### src/rtl/ar16_pkg.sv
package ar16_pkg;

  // Control register layout, MSB first: gate, source, flag, run, four interrupt-pin bits
  typedef struct packed {
    logic       gate;
    logic       src;
    logic       flag;
    logic       run;
    logic [3:0] irq_bits;
  } ctrl_t;

  localparam int AR16_CNT_W = 16;
  localparam int AR16_DIV   = 12;

endpackage

### src/rtl/ar16_prescale.sv
module ar16_prescale #(
  parameter int DIV = 12
) (
  input  logic clk,
  input  logic rst_n,
  output logic tick
);
  localparam int W = (DIV > 1) ? $clog2(DIV) : 1;
  localparam logic [W-1:0] LAST = W'(DIV - 1);

  logic [W-1:0] div_q;

  assign tick = (div_q == LAST);

  always_ff @(posedge clk or negedge rst_n) begin
    if (!rst_n)    div_q <= '0;
    else if (tick) div_q <= '0;
    else           div_q <= div_q + 1'b1;
  end
endmodule

### src/rtl/ar16_sync.sv
module ar16_sync #(
  parameter int STAGES = 2
) (
  input  logic clk,
  input  logic rst_n,
  input  logic d,
  output logic q
);
  logic [STAGES-1:0] sh;

  always_ff @(posedge clk or negedge rst_n) begin
    if (!rst_n) sh <= '0;
    else        sh <= {sh[STAGES-2:0], d};
  end

  assign q = sh[STAGES-1];
endmodule

### src/rtl/ar16_count_core.sv
module ar16_count_core #(
  parameter int CNT_W = 16
) (
  input  logic             clk,
  input  logic             rst_n,
  input  logic             evt,
  input  logic [CNT_W/8-1:0] cnt_we,
  input  logic [CNT_W/8-1:0] rld_we,
  input  logic [7:0]       wdata,
  output logic [CNT_W-1:0] cnt_q,
  output logic [CNT_W-1:0] rld_q,
  output logic             inc_evt,
  output logic             wrap
);
  localparam int NB = CNT_W / 8;

  // Increment with carry-out; the carry marks the overflow
  function automatic logic [CNT_W:0] step(input logic [CNT_W-1:0] c);
    return {1'b0, c} + {{CNT_W{1'b0}}, 1'b1};
  endfunction

  logic [CNT_W:0]   sum;
  logic [CNT_W-1:0] cnt_d;
  logic [CNT_W-1:0] rld_d;

  assign sum     = step(cnt_q);
  assign inc_evt = evt && (cnt_we == '0);   // a software write wins over counting
  assign wrap    = inc_evt && sum[CNT_W];

  always_comb begin
    cnt_d = cnt_q;
    rld_d = rld_q;
    if (inc_evt) cnt_d = wrap ? rld_q : sum[CNT_W-1:0];
    for (int i = 0; i < NB; i++) begin
      if (cnt_we[i]) cnt_d[i*8 +: 8] = wdata;
      if (rld_we[i]) rld_d[i*8 +: 8] = wdata;
    end
  end

  always_ff @(posedge clk or negedge rst_n) begin
    if (!rst_n) begin
      cnt_q <= '0;
      rld_q <= '0;
    end else begin
      cnt_q <= cnt_d;
      rld_q <= rld_d;
    end
  end
endmodule

### src/rtl/ar16_timer.sv
module ar16_timer
  import ar16_pkg::*;
#(
  parameter int CNT_W       = AR16_CNT_W,
  parameter int DIV         = AR16_DIV,
  parameter int SYNC_STAGES = 2,
  parameter int ADDR_W      = 3
) (
  input  logic              clk,
  input  logic              rst_n,
  input  logic [ADDR_W-1:0] bus_addr,
  input  logic              bus_wr,
  input  logic [7:0]        bus_wdata,
  output logic [7:0]        bus_rdata,
  input  logic              cnt_pin,
  input  logic              gate_pin,
  input  logic              flag_clr,
  output logic              ovf_flag
);
  localparam int NB       = CNT_W / 8;
  localparam int CTL_ADDR = 2 * NB;

  ctrl_t            ctrl_q, ctrl_d;
  logic [NB-1:0]    cnt_we, rld_we;
  logic             ctl_we;
  logic             cnt_we_any, rld_we_any;
  logic             tick, cpin_s, cpin_prev, pin_fall, gate_s;
  logic             run_en, src_evt, evt, inc_evt, wrap;
  logic [CNT_W-1:0] cnt_q, rld_q;

  // Write decode, one strobe per byte lane
  for (genvar i = 0; i < NB; i++) begin : g_lane
    assign cnt_we[i] = bus_wr && (bus_addr == ADDR_W'(i));
    assign rld_we[i] = bus_wr && (bus_addr == ADDR_W'(NB + i));
  end
  assign ctl_we     = bus_wr && (bus_addr == ADDR_W'(CTL_ADDR));
  assign cnt_we_any = |cnt_we;
  assign rld_we_any = |rld_we;

  ar16_prescale #(.DIV(DIV)) u_pre (.clk(clk), .rst_n(rst_n), .tick(tick));

  ar16_sync #(.STAGES(SYNC_STAGES)) u_cpin (
    .clk(clk), .rst_n(rst_n), .d(cnt_pin), .q(cpin_s));

  ar16_sync #(.STAGES(SYNC_STAGES)) u_gpin (
    .clk(clk), .rst_n(rst_n), .d(gate_pin), .q(gate_s));

  always_ff @(posedge clk or negedge rst_n) begin
    if (!rst_n) cpin_prev <= 1'b0;
    else        cpin_prev <= cpin_s;
  end
  assign pin_fall = cpin_prev && !cpin_s;

  // Count enable: the run bit, plus the gate pin when the gate bit is set
  assign run_en  = ctrl_q.run && (!ctrl_q.gate || gate_s);
  assign src_evt = ctrl_q.src ? pin_fall : tick;
  assign evt     = run_en && src_evt;

  ar16_count_core #(.CNT_W(CNT_W)) u_core (
    .clk(clk), .rst_n(rst_n), .evt(evt),
    .cnt_we(cnt_we), .rld_we(rld_we), .wdata(bus_wdata),
    .cnt_q(cnt_q), .rld_q(rld_q), .inc_evt(inc_evt), .wrap(wrap));

  // Flag priority, lowest to highest: acknowledge, software write, overflow
  always_comb begin
    ctrl_d = ctrl_q;
    if (flag_clr) ctrl_d.flag = 1'b0;
    if (ctl_we)   ctrl_d = ctrl_t'(bus_wdata);
    if (wrap)     ctrl_d.flag = 1'b1;
  end

  always_ff @(posedge clk or negedge rst_n) begin
    if (!rst_n) ctrl_q <= '0;
    else        ctrl_q <= ctrl_d;
  end

  assign ovf_flag = ctrl_q.flag;

  always_comb begin
    bus_rdata = 8'h00;
    for (int i = 0; i < NB; i++) begin
      if (bus_addr == ADDR_W'(i))      bus_rdata = cnt_q[i*8 +: 8];
      if (bus_addr == ADDR_W'(NB + i)) bus_rdata = rld_q[i*8 +: 8];
    end
    if (bus_addr == ADDR_W'(CTL_ADDR)) bus_rdata = ctrl_q;
  end
endmodule

### config.mk
export PLATFORM = sky130hd
export DESIGN_NAME = ar16_timer
export DESIGN_NICKNAME = d
export VERILOG_FILES = /design/src/rtl/ar16_pkg.sv /design/src/rtl/ar16_prescale.sv /design/src/rtl/ar16_sync.sv /design/src/rtl/ar16_count_core.sv /design/src/rtl/ar16_timer.sv
export SDC_FILE = /design/constraint.sdc
export NUM_CORES = 1
export LEC_CHECK = 0
export BUFFER_PORTS_ARGS = -buffer_cell sky130_fd_sc_hd__buf_2
export CORE_MARGIN = 3
export CORE_UTILIZATION = 45
export CTS_BUF_LIST = sky130_fd_sc_hd__clkbuf_4
export DETAILED_ROUTE_END_ITERATION = 7
export SETUP_SLACK_MARGIN = 0.3
export SLEW_MARGIN = 20
export SYNTH_ARGS = -nofsm -noshare
export SYNTH_HDL_FRONTEND = slang
export SYNTH_SLANG_ARGS = --single-unit
### constraint.sdc
create_clock -name clk -period 5 [get_ports clk]
set_clock_uncertainty 0.05 [all_clocks]
set_input_delay 0.75 -clock clk [delete_from_list [all_inputs] [get_ports clk]]
set_output_delay 0.75 -clock clk [all_outputs]
set_load 0.01 [all_outputs]
==> key figures <==
Clocking
  • Clock sinks: 49
  • Hold buffer count at cts: 0
  • CTS Buf Count: 5
  • Max Buffers Root-to-Sink: 2
  • Post-CTS setup buffers: 0
  • CTS resizes: 0
  • CTS Root Cell: clkbuf_4
  • CTS tree: yes
  • Clock Pin Slew Worst Setup and Hold Paths: 0.14 ns
  • Worst-skew pair later-pin latency: 0.36 ns
  • # H-tree levels: 2

Critical path
  • Slowest stage delay, CP: 0.60 ns
  • Buf/Inv on CP: 3
  • Critical Path Fanout Max: 14
  • CP top delay family: multiplexers
  • Critical Path AT: 1.94 ns
  • Kind of start point of the critical path: primary input
  • Reg2reg end: u_core.cnt_q[6]
  • CP startpoint: bus_addr[1]
  • Cells along the critical path: buf_2 > mux4_1 > inv_1 > o21ai_0 > buf_2
  • Critical path's most frequent cell: buf_2
  • WP data required: 4.20 ns
  • CP Capture Type: output port
  • Max stage delay cell, worst path: mux4_1
  • FF-to-FF Start: u_pre.div_q[0]
  • Worst path depth: 5
  • Flop-to-flop setup slack: 2.51 ns
  • Reg2reg path depth: 6
  • Critical Path End: bus_rdata[3]
  • Worst setup path category: primary input to output port

Timing
  • Setup TNS: 0 ns
  • Slew headroom: 46.8%
  • Final Hold Viols: 0
  • Peak Freq: 0.365 GHz
  • Max Slew Vio Count: 0
  • Worst-margin pin slew: 0.797 ns
  • RSZ-0062 raised after global routing: false
  • Final WS setup: 2.26 ns
  • Final period util: 54.9%
  • Final setup viols: 0
  • Minimum clock period: 2.74 ns

Yosys
  • Register bit count reported by yosys: 49
  • Average size of a mapped cell: 11.2 um^2
  • Yosys warnings: 0
  • Cell with the most instances after synthesis: dfrtp_1
  • Ys async rst share: 100%
  • Synth area leaders: dfrtp_1 44%, mux2_2 9.2%, mux4_2 4.8%, nand2_1 4.3%, mux2i_1 3.9%
  • Post-synthesis sequential area ratio: 43.6%
  • Synth cell types: 57
  • Cells after synthesis: 251
  • Yosys top cell area share: 43.6%
  • Post-synth top area cell: dfrtp_1
  • Mapped Nets: 270
  • Post-synth EDFFs: 0
  • Commonest cells in the netlist: 49 x dfrtp_1, 32 x nand2_1, 23 x mux2_2
  • Ys flop type: dfrtp_1
  • Syn Std Cell Area: 2810 um^2

Pwr
  • Leak: 1.33 nW
  • VDD IR max: 0.212 mV
  • PwrDens: 380 nW/um^2

Placed design
  • Placed cell areas: 2970 um^2
  • # port buffers: 25
  • Placed cell count: 342
  • Worst slack, placed: 2.25 ns
  • DPL Wire Length: 4630 um
  • Routability Congestion: 0.805

Die
  • Row count: 28
  • Die Footprint: 7230 um^2
  • Die W: 85.0 um
  • Core Box Area: 5990 um^2
  • IO Pins: 26
  • Initial core utilization: 46.9%
  • Die Span Y: 85.0 um

Detailed routing
  • # DRC: 0
  • Wire per inst: 19.0 um
  • DR vias/cell: 6.05
  • Final WL: 6660 um
  • Antenna viol nets, final: 0
  • First-iteration detailed-routing DRC count: 127
  • Via count: 2116
  • DR pass1 iterations: 4

Global routing
  • Tot GR Track Use: 19.4%
  • Number of global-route vias before repair: 2024
  • GR Overflow Total: 0
  • First-pass GRT wire length: 11000 um
  • Initial antenna violation count: 0
  • Largest net degree at the start of global routing: 50

Final layout
  • Nets@finish: 293
  • Share of layout cells above drive strength 1: 28.0%
  • Cell area after layout: 3050 um^2
  • Filler Cells Inserted: 557
  • Ant diodes: 0
  • Area growth from synthesis to layout: 8.55%
  • Cell Count, Final, Fillers Out: 350

Outcome
  • Status: finished, final reports clean

Min path
  • Worst min path class: flop to flop

Flow run
  • Max_cap viols: 0
## through the flow
step                power [mW]  hold slack, ns  utilization [%]
floorplan                0.817           0.281                -
global placement         0.922           0.283             49.6
detailed placement       0.931           0.287             49.6
CTS                       1.17           0.320             50.9
global route              1.23           0.325             50.9
finish                    1.16           0.319             50.9
## cells by family (layout without fill, tap and decap cells)
group / Yosys count / after routing / synth area share, %
AND/OR/NAND/NOR: 79 / 79 / 16.2
adder cells (fa/ha/maj): 2 / 2 / 0.890
flip-flops: 49 / 49 / 43.6
multiplexers: 42 / 42 / 19.8
XOR/XNOR: 6 / 6 / 1.87
AO/OA/AOI/OAI: 52 / 52 / 13.8
buffers and inverters: 21 / 45 / 3.78
## area by class of cell
| cell class | instances | area (um^2) | area share [%] |
|---|---|---|---|
| Clock buffer | 6 | 45.0 | 1.48 |
| Inverter | 11 | 41.3 | 1.35 |
| Multi-Input combinational cell | 181 | 1480 | 48.4 |
| Timing Repair Buffer | 26 | 133 | 4.35 |
| Clock inverter | 2 | 33.8 | 1.11 |
| Sequential cell | 49 | 1230 | 40.2 |
| Tap cell | 75 | 93.8 | 3.08 |
## placed cells by master, fill, tap and decap left out, types with 4 or more instances in the layout
| cell | count |
|---|---|
| nand2_1 | 32 |
| a21oi_1 | 4 |
| nor2_1 | 7 |
| mux2_2 | 23 |
| clkbuf_4 | 6 |
| buf_2 | 25 |
| dfrtp_1 | 49 |
| o21ai_0 | 17 |
| mux4_2 | 6 |
| inv_1 | 11 |
| nand3_1 | 9 |
| mux2i_1 | 11 |
| a22oi_1 | 8 |
## worst min-delay path by stage
stage | depth (start not counted) | slack (ns) | from | end
floorplan | 0 | 0.28 | u_cpin.sh[0] | u_cpin.sh[1]
global placement | 0 | 0.28 | u_gpin.sh[0] | u_gpin.sh[1]
detailed placement | 0 | 0.29 | u_cpin.sh[0] | u_cpin.sh[1]
CTS | 0 | 0.32 | u_cpin.sh[0] | u_cpin.sh[1]
global route | 0 | 0.32 | u_cpin.sh[0] | u_cpin.sh[1]
finish | 0 | 0.32 | u_cpin.sh[0] | u_cpin.sh[1]
## state kept, by name, summed over array words and instances, names as in the netlist
signal and flops:
ovf_flag 1, u_cpin.sh 2, u_core.cnt_q 16, u_core.rld_q 16, cpin_prev 1, u_gpin.sh 2
ctrl_q 7, u_pre.div_q 4
## where the power goes
group	internal [mW]	switching [mW]	leakage, nW
combinational	0.169	0.133	0.685
clock	0.110	0.125	0.0433
sequential	0.490	0.131	0.603
total	0.769	0.389	1.33
## metal layers
| layer | track usage (%) | up-vias | wire, um |
|---|---|---|---|
| li1 | - | 973 | - |
| met2 | 30.4 | 49 | 3200 |
| met4 | 4.17 | 0 | 63 |
| met3 | 3.11 | 7 | 244 |
| met5 | 0 | - | 0 |
| met1 | 28.6 | 1087 | 3160 |
## worst reg2reg max path, cell delays in order, from the launching register on
cell	delay, ns
dfrtp_1	0.42
ha_1	0.26
and4bb_2	0.26
o2111ai_4	0.66
nor2b_2	0.50
o21bai_1	0.17
a21o_1	0.14
No activity file was read; power rests on OpenSTA's default activity.
